## config.mk

```make
export PLATFORM = sky130hd
export DESIGN_NAME = serial_char_counter
export DESIGN_NICKNAME = d
export VERILOG_FILES = /design/src/rtl/scc_pkg.sv /design/src/rtl/scc_frame_ctr.sv /design/src/rtl/scc_shift_reg.sv /design/src/rtl/scc_match_cnt.sv /design/src/rtl/serial_char_counter.sv
export SDC_FILE = /design/constraint.sdc
export NUM_CORES = 1
export LEC_CHECK = 0
export BUFFER_PORTS_ARGS = -buffer_cell sky130_fd_sc_hd__buf_2
export CAP_MARGIN = 20
export CORE_ASPECT_RATIO = 0.8
export CORE_MARGIN = 2
export CORE_UTILIZATION = 40
export DETAILED_ROUTE_END_ITERATION = 6
export PLACE_DENSITY_LB_ADDON = 0.05
export SYNTH_ARGS = -nofsm -noshare
export SYNTH_HDL_FRONTEND = slang
export SYNTH_SLANG_ARGS = --single-unit
```

## constraint.sdc

```tcl
create_clock -name clk -period 1.9 [get_ports clk]
set_input_delay 0.095 -clock clk [delete_from_list [all_inputs] [get_ports clk]]
set_output_delay 0.095 -clock clk [all_outputs]
set_load 0.01 [all_outputs]
```

## src/rtl/scc_pkg.sv

```systemverilog
package scc_pkg;

   typedef enum logic {
      ORDER_MSB_FIRST = 1'b0,
      ORDER_LSB_FIRST = 1'b1
   } bit_order_e;

   typedef enum logic {
      OVF_SATURATE = 1'b0,
      OVF_WRAP     = 1'b1
   } ovf_mode_e;

   // Inclusive code range test, written for any character width.
   function automatic logic code_in_range(input logic [31:0] code,
                                          input int unsigned lo,
                                          input int unsigned hi);
      return (code >= lo) && (code <= hi);
   endfunction

endpackage

```

## src/rtl/scc_frame_ctr.sv

```systemverilog
// Tracks the bit position inside the current character frame.
module scc_frame_ctr #(
   parameter int unsigned CHAR_W = 8
) (
   input  logic clk,
   input  logic rst_n,
   input  logic start,
   output logic shift_en,
   output logic char_done
);
   localparam int unsigned POS_W = (CHAR_W > 1) ? $clog2(CHAR_W) : 1;
   localparam logic [POS_W-1:0] POS_LAST = POS_W'(CHAR_W - 1);

   logic [POS_W-1:0] pos_q;
   logic             armed_q;

   always_ff @(posedge clk or negedge rst_n) begin
      if (!rst_n) begin
         pos_q   <= '0;
         armed_q <= 1'b0;
      end else if (start) begin
         pos_q   <= '0;
         armed_q <= 1'b1;
      end else if (armed_q) begin
         if (pos_q == POS_LAST) pos_q <= '0;
         else                   pos_q <= pos_q + 1'b1;
      end
   end

   assign shift_en  = armed_q && !start;
   assign char_done = shift_en && (pos_q == POS_LAST);

endmodule

```

## src/rtl/scc_shift_reg.sv

```systemverilog
// Assembles a character from serial bits; bit order is a parameter.
module scc_shift_reg #(
   parameter int unsigned        CHAR_W = 8,
   parameter scc_pkg::bit_order_e ORDER = scc_pkg::ORDER_MSB_FIRST
) (
   input  logic              clk,
   input  logic              rst_n,
   input  logic              shift_en,
   input  logic              bit_in,
   output logic [CHAR_W-1:0] char_next
);
   logic [CHAR_W-1:0] sh_q;

   generate
      if (ORDER == scc_pkg::ORDER_MSB_FIRST) begin : g_msb
         assign char_next = {sh_q[CHAR_W-2:0], bit_in};
      end else begin : g_lsb
         assign char_next = {bit_in, sh_q[CHAR_W-1:1]};
      end
   endgenerate

   always_ff @(posedge clk or negedge rst_n) begin
      if (!rst_n)        sh_q <= '0;
      else if (shift_en) sh_q <= char_next;
   end

endmodule

```

## src/rtl/scc_match_cnt.sv

```systemverilog
// Match counter with selectable overflow behaviour.
module scc_match_cnt #(
   parameter int unsigned       CNT_W = 5,
   parameter scc_pkg::ovf_mode_e OVF  = scc_pkg::OVF_SATURATE
) (
   input  logic             clk,
   input  logic             rst_n,
   input  logic             clr,
   input  logic             inc,
   output logic [CNT_W-1:0] cnt
);
   localparam logic [CNT_W-1:0] CNT_MAX = '1;

   logic [CNT_W-1:0] cnt_q;
   logic             step_ok;

   generate
      if (OVF == scc_pkg::OVF_SATURATE) begin : g_sat
         assign step_ok = (cnt_q != CNT_MAX);
      end else begin : g_wrap
         assign step_ok = 1'b1;
      end
   endgenerate

   always_ff @(posedge clk or negedge rst_n) begin
      if (!rst_n)                cnt_q <= '0;
      else if (clr)              cnt_q <= '0;
      else if (inc && step_ok)   cnt_q <= cnt_q + 1'b1;
   end

   assign cnt = cnt_q;

endmodule

```

## src/rtl/serial_char_counter.sv

```systemverilog
// Counts frame-aligned serial characters equal to an in-range target.
module serial_char_counter #(
   parameter int unsigned        CHAR_W   = 8,
   parameter int unsigned        CNT_W    = 5,
   parameter int unsigned        RANGE_LO = 65,
   parameter int unsigned        RANGE_HI = 90,
   parameter scc_pkg::bit_order_e ORDER   = scc_pkg::ORDER_MSB_FIRST,
   parameter scc_pkg::ovf_mode_e  OVF     = scc_pkg::OVF_SATURATE
) (
   input  logic              clk,
   input  logic              rst_n,
   input  logic              start,
   input  logic              bit_in,
   input  logic [CHAR_W-1:0] target,
   output logic [CNT_W-1:0]  count
);
   generate
      if (CHAR_W < 2 || CHAR_W > 32) begin : g_bad_char_w
         $error("serial_char_counter: CHAR_W must lie in 2..32");
      end
      if (CNT_W < 1) begin : g_bad_cnt_w
         $error("serial_char_counter: CNT_W must be at least 1");
      end
      if (RANGE_LO > RANGE_HI) begin : g_bad_range
         $error("serial_char_counter: RANGE_LO above RANGE_HI");
      end
   endgenerate

   logic              shift_en;
   logic              char_done;
   logic [CHAR_W-1:0] char_next;
   logic              target_ok;
   logic              hit;

   scc_frame_ctr #(.CHAR_W(CHAR_W)) u_frame (
      .clk       (clk),
      .rst_n     (rst_n),
      .start     (start),
      .shift_en  (shift_en),
      .char_done (char_done)
   );

   scc_shift_reg #(.CHAR_W(CHAR_W), .ORDER(ORDER)) u_shift (
      .clk       (clk),
      .rst_n     (rst_n),
      .shift_en  (shift_en),
      .bit_in    (bit_in),
      .char_next (char_next)
   );

   assign target_ok = scc_pkg::code_in_range(32'(target), RANGE_LO, RANGE_HI);
   assign hit       = char_done && target_ok && (char_next == target);

   scc_match_cnt #(.CNT_W(CNT_W), .OVF(OVF)) u_cnt (
      .clk   (clk),
      .rst_n (rst_n),
      .clr   (start),
      .inc   (hit),
      .cnt   (count)
   );

endmodule

```

# [Word-level counts from Yosys, hierarchy flattened]
# Cells that the tools add are included.
[totals] reg_bits=16 latch_bits=0 mem_bits_rw=0 romBits=0 input_bits=12 out_inout_bits=5 word_cells=25 n_memories=0
[op_classes] addsub=2 n_mul=0 div_mod_pow=0 n_lt_le_gt_ge=2 eq_ne=3 n_shift=0 n_mux=5 bitwise_logic=0 reduce_logical=9
[ops] op="5-bit 2-to-1 mux" count=2
[ops] op="3-bit 2-to-1 mux" count=3
[ops] op="8-bit equality test" count=1
[ops] op="8-bit by 7-bit >= comparator with 1-bit output (second input constant)" count=1
[ops] op="8-bit by 7-bit <= comparator with 1-bit output (second input constant)" count=1
[ops] op="1-bit logical AND" count=6
[ops] op="5-bit by 1-bit adder with 5-bit output (second input constant)" count=1
[ops] op="5-bit inequality test (second input constant)" count=1
[ops] op="2-bit nonzero test" count=2
[ops] op="3-bit by 1-bit adder with 3-bit output (second input constant)" count=1
[ops] op="3-bit equality test (second input constant)" count=1
[ops] op="1-bit zero test" count=1

# [Logic depth before layout (Yosys ltp)]
# Gate-level depths: netlist (run 1).
[logic_depth] depth_word=8 ltp_mapped=7 depth_no_buf=7

# [By module]
# Synthesis (run 1) repeated with hierarchy kept, for this count alone.
[unflattened] hier_cells=69 area_unflattened_um2=845.8
[modules_own_cells] mod="scc_shift_reg" n_inst=1 cells_per_inst=16 area_each_um2=299.0 seq_area_each_um2=175.2
[modules_own_cells] mod="scc_match_cnt" n_inst=1 cells_per_inst=23 area_each_um2=249.0 seq_area_each_um2=125.1
[modules_own_cells] mod="scc_frame_ctr" n_inst=1 cells_per_inst=16 area_each_um2=197.7 seq_area_each_um2=100.1
[modules_own_cells] mod="serial_char_counter" n_inst=1 cells_per_inst=14 area_each_um2=100.1 seq_area_each_um2=0.0

# [Worst setup path after synthesis (run 1)]
# No wires, ideal clock.
[synth_path] kind="register to register" startpoint="register u_cnt.cnt_q[0], in the netlist u_cnt.cnt[0]" endpoint="register u_cnt.cnt_q[0], in the netlist u_cnt.cnt[0]" setup_time_ns=0.125 t_arrival_ns=1.943 required_time_ns=1.775 setup_slack_ns=-0.168 stages_incl_launch_ff=8 n_path_buf=0 period_less_slack_ns=2.068 cell_sequence="dfrtp_1 ha_1 and3_1 ha_1 nor4_4 o211ai_2 nor4_4 mux2_4"
[synth_via] elab_chain_cells=3 word_cells_on_any_way=6 classes_between="add/sub (1); eq/ne (1); mux (2); reduce/logical (2)"
[synth_rtl] item="start: declaration" line_no="scc_match_cnt.sv:14" rtl="logic [CNT_W-1:0] cnt_q;"
[synth_rtl] item="start signal: assignment" line_no="scc_match_cnt.sv:28" rtl="else if (inc && step_ok) cnt_q <= cnt_q + 1'b1;"
[synth_rtl] item="5-bit by 1-bit adder with 5-bit output or 5-bit inequality test (tied branches)" line_no="scc_match_cnt.sv:28, scc_match_cnt.sv:19"
[synth_rtl] item="5-bit 2-to-1 mux or 1-bit logical AND (tied branches)" line_no="scc_match_cnt.sv:28"
[synth_rtl] item="5-bit 2-to-1 mux or 2-bit nonzero test (tied branches)"
# Several ways; a longest one is shown, not always the timed one. The select of a mux whose other input is x is not followed.
# A chain may end at the register's enable or synchronous reset.

# [Final worst setup path (run 1)]
[layout_path] startpoint="register u_cnt.cnt_q[1], in the netlist u_cnt.cnt[1]" endpoint="register u_cnt.cnt_q[2], in the netlist u_cnt.cnt[2]"
# The elaborated chain is that of the path after synthesis.

==> qor.yml, run 1 <==
first_iter_violations: 7
synth_seq_cells: 16
switching_share_pct: 27.9
worst_pin_slew_ns: 0.361
r2r_slack_ns: 0.03
grt_pass1_wl_um: 3080
avgSynthCellArea_sq_um: 11.9
path_class: "reg2reg"
most-common-layout-cells: "buf_2 (16), dfrtp_1 (16)"
cts_tree: "yes"
antennaDiodeCount: 0
end_kind: "register"
chipHeight_um: 47.2
drive_gt1_share_pct: 44.1
r2r-start: "u_cnt.cnt[1]$_DFFE_PN0P_"
drtPass1Iterations: 4
grt_max_degree: 17
holdPathStages: 2
post-route-min-period_ns: 1.87
fill_cells: 200
rows: 15
die_area_sq_mm: 0.00273
holdPathEnd: "u_shift.sh_q[0]$_DFFE_PN0P_"
worstHoldStart: "bit_in"
routed_wl_um: 1750
power_switching_mw: 0.223
period_share_pct: 98.6
antenna_found_initial: 0
power.density_mw_per_mm2: 693
grt.overflow.total: 0
clkPwrFrac_pct: 28.8
cts_sinks: 16
place_congestion: 0.708
min_path_type: "in2reg"
clkLatencyLatePin_ns: 0.29
rsz0062_at_grt: "true"
portBuffers: 16
ys_seq_area_share_pct: 43.0
fin_ws_ns: 0.0269
htree_levels: 1
cts_buffer_depth: 2
relSlewSlack_pct: 75.9
p_int_mw: 0.576
cp.required_ns: 2.08
cts_buffers: 3
drv_cap: 0
synth.distinct_cells: 28
io_pins: 17
grt_pass1_vias: 678
seqPwrFrac_pct: 51.9
clk_pin_slew_ns: 0.10
startpoint_type: "register"
syn_inst: 78
report.final.hold_viol_count: 0
irDropWorstVdd_v: 0.000482
fmax_mhz: 534
p_comb_share_pct: 19.3
remaining_drc_errors: 0
wl_per_cell_um: 13.8
vias: 659
clock_skew_ns: 0.00656
track_usage_pct: 16.1
ff2ff_path_depth: 7
r2r_end: "u_cnt.cnt[2]$_DFFE_PN0P_"
ant_nets: 0
cts_setup_buffers: 0
finalSetupViolCount: 0
holdWs_ns: 0.0534
place_ws_ns: -0.0398
drv_slew: 0
yosysWarnings: 0
leakage_nw: 0.528
outcome: "complete, no violations"
root_buffer: "clkbuf_4"
final_nets: 119
syn_nets: 94
core_sq_mm: 0.00218
avgViaCountPerCell: 5.19
synth_area_sq_um: 931
area_growth_pct: 23.9
crit_fanout: 3
initial_core_util_pct: 42.8
crit_arrival_ns: 2.05
fp.dieW_um: 57.9
hpwlAfterDp_um: 1350
cell usage after synthesis:
cell	instances	area (sq um)
and2_1	1	6.26
nand3b_1	1	7.51
nor2_4	1	11.3
and3_1	2	12.5
nand2b_1	6	37.5
or4_4	1	11.3
a21oi_1	2	10.0
clkbuf_1	2	7.51
a21o_1	1	7.51
buf_2	1	5.00
mux2_2	6	67.6
mux2i_1	4	40.0
nand2_1	1	3.75
dfrtp_1	16	400
mux2_4	1	15.0
nor4_1	2	12.5
nor4_4	2	42.5
or2_2	1	6.26
nand3_1	1	5.00
mux2_1	2	22.5
nand4_4	1	21.3
nor2b_1	3	18.8
nand4_1	2	12.5
ha_1	4	50.1
o211ai_2	1	12.5
nor2_1	6	22.5
and3b_1	1	8.76
xnor2_1	6	52.6
registers in the layout, indices dropped and copies added (netlist names):
name	flops
u_shift.sh_q	7
u_cnt.cnt	5
u_frame.pos_q	3
u_frame.armed_q	1
layout make-up:
cell class	count	area, sq um	share of cell area, %
Multi-Input combinational cell	59	551	47.7
Sequential cell	16	400	34.7
Timing Repair Buffer	23	135	11.7
Clock buffer	4	36.3	3.15
Tap cell	25	31.3	2.71
power groups by stage:
stage	combinational, mW	sequential, mW	clock, mW
final	0.154	0.415	0.230
after global routing	0.172	0.423	0.255
after CTS	0.156	0.416	0.239
after detailed placement	0.151	0.423	0
after global placement	0.149	0.422	0
after floorplan	0.111	0.413	0
worst max path at each step:
stage / from / endpoint / slack, ns / cells after the start
floorplan: u_cnt.cnt[1]$_DFFE_PN0P_ / u_cnt.cnt[0]$_DFFE_PN0P_ / -0.001 / 7
global placement: u_cnt.cnt[1]$_DFFE_PN0P_ / u_cnt.cnt[3]$_DFFE_PN0P_ / -0.01 / 7
detailed placement: u_cnt.cnt[1]$_DFFE_PN0P_ / u_cnt.cnt[3]$_DFFE_PN0P_ / -0.04 / 7
CTS: u_cnt.cnt[1]$_DFFE_PN0P_ / u_cnt.cnt[3]$_DFFE_PN0P_ / -0.002 / 7
global route: u_cnt.cnt[1]$_DFFE_PN0P_ / u_cnt.cnt[3]$_DFFE_PN0P_ / -0.05 / 7
finish: u_cnt.cnt[1]$_DFFE_PN0P_ / u_cnt.cnt[2]$_DFFE_PN0P_ / 0.03 / 7
what timing repair did:
item	4_1_cts	5_1_grt
endpoints found under the setup margin	2	5
pin swaps	1	0
hold buffers	1	0
endpoints found under the hold margin	16	0
gates resized for setup	2	2
logic make-up (layout without fill, tap and decap cells):
family	count (synthesis)	in the layout	share of synthesized area (%)
adder cells (fa/ha/maj)	4	4	5.38
multiplexers	13	13	15.6
AND/OR/NAND/NOR	32	32	25.8
XOR/XNOR	6	6	5.65
flip-flops	16	16	43.0
buffers and inverters	3	27	1.34
AO/OA/AOI/OAI	4	4	3.23
per-layer routing:
layer  GRT usage [%]  share of wire, %  up-vias  wire (um)
li1                -                 -      324          -
met1            20.2                49      320        850
met2            25.0                44       11        765
met3            6.61               6.1        4        106
met4            6.98               1.5        0         27
met5               0                 0        -          0
critical path, cell delays in order (launching register included):
cell,delay [ns]
dfrtp_1,0.40
ha_2,0.20
and3_4,0.15
ha_4,0.16
nor4_4,0.13
o211ai_2,0.17
nor4_2,0.19
mux2_1,0.36
stage by stage:
step	TNS [ns]	instance area [sq um]	utilization (%)	power (mW)	cells
after floorplan	-0.00137	936	-	0.524	78
after global placement	-0.0145	1080	49.6	0.571	122
after detailed placement	-0.0521	1080	49.6	0.575	122
after CTS	-0.00279	1140	52.3	0.810	127
after global routing	-0.207	1150	53.0	0.850	127
final	0	1150	53.0	0.799	127
No activity file was read; power rests on OpenSTA's default activity.
==> run 2, diff against run 1 <==
--- a/config.mk
+++ b/config.mk
@@ -12,6 +12,7 @@
 export CORE_UTILIZATION = 40
 export DETAILED_ROUTE_END_ITERATION = 6
 export PLACE_DENSITY_LB_ADDON = 0.05
+export SETUP_SLACK_MARGIN = 0.4
 export SYNTH_ARGS = -nofsm -noshare
 export SYNTH_HDL_FRONTEND = slang
 export SYNTH_SLANG_ARGS = --single-unit
==> run 2 against run 1 <==
Sequential cell count is the same. Critical endpoint unchanged. First-iteration DRC count increased by 14%. Final cell count grew 0.79%. Worst setup slack lost 0.0089 ns. Critical path depth unchanged. Maximum frequency down 0.48%. Highest routed layer unchanged. Non-clock buffer count rose by 1. Combinational power about the same. Die area stayed put. Via count increased by 0.46%.
==> qor.yml, run 2 (synthesized netlist as in run 1, its figures left out) <==
outcome: "complete, no violations"
place_congestion: 0.708
multiInputGateArea_sq_um: 551
cts_buffers: 3
fill_cells: 201
core_sq_mm: 0.00218
fp.dieW_um: 57.9
avgViaCountPerCell: 5.17
grt.overflow.total: 0
drtPass1Iterations: 4
max_stage_delay_ns: 0.40
grt_pass1_vias: 699
path_cells: "ha_2 > and3_4 > ha_4 > nor4_4 > o211ai_2 > nor4_2 > mux2_1"
portBuffers: 16
seq_area_sq_um: 400
fin_area_sq_mm: 0.00116
final_nets: 120
antennaDiodeCount: 0
cts_buffer_depth: 2
drv_cap: 0
holdWs_ns: 0.0528
top_register: "u_shift.sh_q"
grt_use_met1_pct: 20.2
tns_ns: 0
crit_fanout: 3
grt_max_degree: 17
period_share_pct: 99.1
fin_ws_ns: 0.0180
routed_wl_um: 1760
remaining_drc_errors: 0
first_iter_violations: 8
die_area_sq_mm: 0.00273
finalSetupViolCount: 0
cp.required_ns: 2.08
most-common-layout-cells: "buf_2 (16), dfrtp_1 (16), buf_4 (7)"
antenna_found_initial: 0
fin_cells: 128
place_area_sq_mm: 0.00108
leakage_nw: 0.534
clk_pin_slew_ns: 0.10
worst_pin_slew_ns: 0.356
rows: 15
irDropWorstVdd_v: 0.000483
area_growth_pct: 24.7
crit_family: "simple AND/OR/NAND/NOR gates"
chipHeight_um: 47.2
drive_gt1_share_pct: 44.7
min_path_type: "in2reg"
path_class: "reg2reg"
place_ws_ns: -0.0398
root_buffer: "clkbuf_4"
grt_pass1_wl_um: 3140
use_met2_pct: 26.1
cts_sinks: 16
htree_levels: 1
grt.busiest_layer: "met2"
end_kind: "register"
crit_buf_inv: 0
vias: 662
crit_arrival_ns: 2.07
rsz0062_at_grt: "true"
cts_tree: "yes"
power.density_mw_per_mm2: 690
post-route-util_pct: 53.3
post-route-min-period_ns: 1.88
met3_usage_pct: 6.61
hpwlAfterDp_um: 1350
report.final.hold_viol_count: 0
startpoint_type: "register"
clkLatencyLatePin_ns: 0.29
track_usage_pct: 16.4
drv_slew: 0
wl_per_cell_um: 13.8
p_total_mw: 0.801
relSlewSlack_pct: 76.2
fmax_mhz: 531
clock_skew_ns: 0.00771
slowest_stage: "dfrtp_1"
largest_reg_flops: 7
initial_core_util_pct: 42.8
dp.cells: 122
ant_nets: 0
io_pins: 17
-- run 2: changes by cell type in the layout (fill, tap and decap cells not counted) --
cell and change:
buf_4 +1
-- run 2: final cells by class --
type / instances / area share (%)
timing repair buffer: 24 / 12.3
multi-input combinational: 59 / 47.4
sequential: 16 / 34.5
tap: 25 / 2.69
clock buffer: 4 / 3.13
-- run 2: final timing paths --
| check | from | end | slack, ns | cells past startpoint |
|---|---|---|---|---|
| worst max-delay path | u_cnt.cnt[1]$_DFFE_PN0P_ | u_cnt.cnt[2]$_DFFE_PN0P_ | 0.02 | 7 |
| worst min-delay path | bit_in | u_shift.sh_q[0]$_DFFE_PN0P_ | 0.05 | 2 |
| worst max register to register | u_cnt.cnt[1]$_DFFE_PN0P_ | u_cnt.cnt[2]$_DFFE_PN0P_ | 0.02 | 7 |
| worst min register to register | u_shift.sh_q[5]$_DFFE_PN0P_ | u_shift.sh_q[5]$_DFFE_PN0P_ | 0.52 | 1 |
| max in group asynchronous | rst_n | u_cnt.cnt[4]$_DFFE_PN0P_ | 1.40 | 2 |
| min in group asynchronous | rst_n | u_shift.sh_q[1]$_DFFE_PN0P_ | 0.23 | 2 |
-- run 2: where the power goes --
part           switching (mW)  internal [mW]
Clock                   0.114          0.117
Combinational          0.0772         0.0776
Sequential             0.0336          0.381
Total                   0.225          0.576
-- run 2: routing by layer --
| layer | share of wire (%) | routed length (um) | vias to the layer above |
|---|---|---|---|
| li1 | - | - | 325 |
| met1 | 47 | 830 | 318 |
| met2 | 45 | 786 | 15 |
| met3 | 6.5 | 115 | 4 |
| met4 | 1.5 | 27 | 0 |
| met5 | 0 | 0 | - |
-- run 2: timing repair --
item | 4_1_cts | 5_1_grt
resized for setup | 4 | 0
buffers inserted | 1 | 0
hold buffers | 1 | 0
endpoints found under the setup margin | 5 | 5
pin swaps | 1 | 0
hold endpoints to repair | 16 | 0
==> run 3, diff against run 2 <==
--- a/config.mk
+++ b/config.mk
@@ -8,11 +8,11 @@
 export BUFFER_PORTS_ARGS = -buffer_cell sky130_fd_sc_hd__buf_2
 export CAP_MARGIN = 20
 export CORE_ASPECT_RATIO = 0.8
-export CORE_MARGIN = 2
 export CORE_UTILIZATION = 40
 export DETAILED_ROUTE_END_ITERATION = 6
 export PLACE_DENSITY_LB_ADDON = 0.05
 export SETUP_SLACK_MARGIN = 0.4
 export SYNTH_ARGS = -nofsm -noshare
 export SYNTH_HDL_FRONTEND = slang
+export SYNTH_HIERARCHICAL = 1
 export SYNTH_SLANG_ARGS = --single-unit
==> run 3 against run 2 <==
Clock skew shrank 0.0029 ns. Via count shrank 14%. Wire length shrank 21%.
==> qor.yml, run 3 <==
place_congestion: 0.728
r2r_end: "u_cnt/cnt[3]$_DFFE_PN0P_"
startpoint_type: "register"
routed_wl_um: 1400
initial_core_util_pct: 43.9
vias: 567
portBuffers: 16
hpwlAfterDp_um: 1040
synth_flop_cell: "dfrtp_1"
cts_tree: "yes"
grt_pass1_vias: 563
die_area_sq_mm: 0.00230
clkPwrFrac_pct: 28.3
synth_edf_count: 0
cp-startpoint: "u_frame/pos_q[0]$_DFFE_PN0P_"
syn_nets: 85
synth_top_area_share_pct: 47.3
grt_max_degree: 17
holdWs_ns: 0.0686
synth.distinct_cells: 28
final_nets: 110
top_register: "u_shift/sh_q"
synth_seq_cells: 16
power.density_mw_per_mm2: 741
rsz0062_at_grt: "true"
worst_pin_slew_ns: 0.361
leakage_nw: 0.547
ant_nets: 0
async_flop_share_pct: 100
outcome: "complete, no violations"
finalSetupViolCount: 0
htree_levels: 1
clk_pin_slew_ns: 0.09
wl_per_cell_um: 11.9
ys_top_cells_by_count: "dfrtp_1 (16), mux2_4 (7), nor2_1 (7), xnor2_1 (5)"
drtPass1Iterations: 1
synth_most_common_cell: "dfrtp_1"
avgSynthCellArea_sq_um: 12.3
core_sq_mm: 0.00193
r2r_slack_ns: 0.03
r2r-start: "u_frame/pos_q[0]$_DFFE_PN0P_"
synth_area_sq_um: 846
cts_buffer_depth: 2
seqPwrFrac_pct: 53.6
cp.required_ns: 2.13
p_comb_share_pct: 18.1
syn_inst: 69
remaining_drc_errors: 0
area_growth_pct: 26.9
path_class: "reg2reg"
clkLatencyLatePin_ns: 0.29
largest_reg_flops: 7
fmax_mhz: 535
endpoint: "u_cnt/cnt[3]$_DFFE_PN0P_"
ff2ff_path_depth: 9
antennaDiodeCount: 0
post-route-min-period_ns: 1.87
first_iter_violations: 0
end_kind: "register"
antenna_found_initial: 0
most-common-layout-cells: "buf_2 (16), dfrtp_1 (16), nor2_1 (7), mux2_4 (7), buf_4 (6)"
holdPathStages: 2
yosysTopAreaCell: "dfrtp_1"
grt_pass1_wl_um: 2420
fp.dieW_um: 53.4
rows: 14
relSlewSlack_pct: 75.9
ys_seq_area_share_pct: 47.3
drive_gt1_share_pct: 45.2
grt.overflow.total: 0
yosysWarnings: 6
chipHeight_um: 43.1
p_total_mw: 0.796
avgViaCountPerCell: 4.85
crit_fanout: 2
min_path_type: "in2reg"
synthTopCellsByArea: "dfrtp_1 (47%), mux2_4 (12%), ha_1 (5.9%)"
cts_buffers: 3
io_pins: 17
irDropWorstVdd_v: 0.000589
drv_cap: 0
root_buffer: "clkbuf_4"
track_usage_pct: 15.4
p_int_mw: 0.598
switching_share_pct: 24.9
power_switching_mw: 0.198
report.final.hold_viol_count: 0
drv_slew: 0
clock_skew_ns: 0.00485
crit_arrival_ns: 2.10
cts_sinks: 16
period_share_pct: 98.4
==> run 3: cell families after synthesis <==
group | synth area share (%)
AO/OA/AOI/OAI | 3.40
XOR/XNOR | 7.25
adder cells (fa/ha/maj) | 5.92
buffers and inverters | 2.81
flip-flops | 47.3
multiplexers | 17.2
AND/OR/NAND/NOR | 16.1
==> run 3: cell type report <==
class	count	area (sq um)
repair buffers	23	135
well taps	24	30.0
flip-flops and latches	16	400
fillers	190	853
clock buffers	4	36.3
multi-input cells	50	472
==> run 3: power groups by stage <==
| stage | clock network (mW) | logic [mW] | registers [mW] |
|---|---|---|---|
| 6_report | 0.225 | 0.144 | 0.427 |
| 5_1_grt | 0.259 | 0.160 | 0.433 |
| 4_1_cts | 0.239 | 0.142 | 0.427 |
| 3_5_place_dp | 0 | 0.134 | 0.426 |
| 3_3_place_gp | 0 | 0.131 | 0.427 |
| 2_1_floorplan | 0 | 0.104 | 0.416 |
==> run 3: repair_timing <==
item / CTS / global route
hold buffers: 1 / 0
resized for setup: 7 / 3
buffers inserted: 2 / 1
endpoints found under the hold margin: 16 / 0
setup endpoints to repair: 5 / 5
pin swaps: 6 / 2
==> run 3: metrics by stage <==
stage | utilization [%] | setup TNS (ns) | setup slack [ns] | std cells | instance area, sq um
6_report | 55.7 | 0 | 0.0296 | 117 | 1070
3_3_place_gp | 49.8 | -0.0503 | -0.0503 | 109 | 960
5_1_grt | 55.7 | -0.281 | -0.0918 | 117 | 1070
3_5_place_dp | 49.8 | -0.102 | -0.0792 | 109 | 960
4_1_cts | 54.7 | -0.212 | -0.0752 | 116 | 1050
2_1_floorplan | - | -0.000756 | -0.000756 | 69 | 851
==> run 3: per-layer routing <==
layer | GRT usage [%] | wire, um
met1 | 19.2 | 667
met2 | 22.3 | 639
met3 | 7.53 | 65
met4 | 6.32 | 23
met5 | 0 | 0
==> run 3: worst min-delay path by stage <==
| stage | startpoint | endpoint | slack (ns) |
|---|---|---|---|
| 6_report | bit_in | u_shift/sh_q[0]$_DFFE_PN0P_ | 0.07 |
| 5_1_grt | bit_in | u_shift/sh_q[0]$_DFFE_PN0P_ | 0.05 |
| 4_1_cts | bit_in | u_shift/sh_q[0]$_DFFE_PN0P_ | 0.05 |
| 3_5_place_dp | rst_n | u_shift/sh_q[5]$_DFFE_PN0P_ | 0.03 |
| 3_3_place_gp | rst_n | u_shift/sh_q[5]$_DFFE_PN0P_ | 0.02 |
| 2_1_floorplan | rst_n | u_cnt/cnt[0]$_DFFE_PN0P_ | -0.20 |
==> run 3: critical path, cell delays in order, from the launching register on <==
cell and delay, ns:
dfrtp_1 0.36, ha_2 0.19, ha_4 0.12, and2_4 0.13, nor4bb_4 0.17, nand4_1 0.12, nor3_2 0.16, nand2b_1 0.10
or3_4 0.33, a21oi_2 0.11
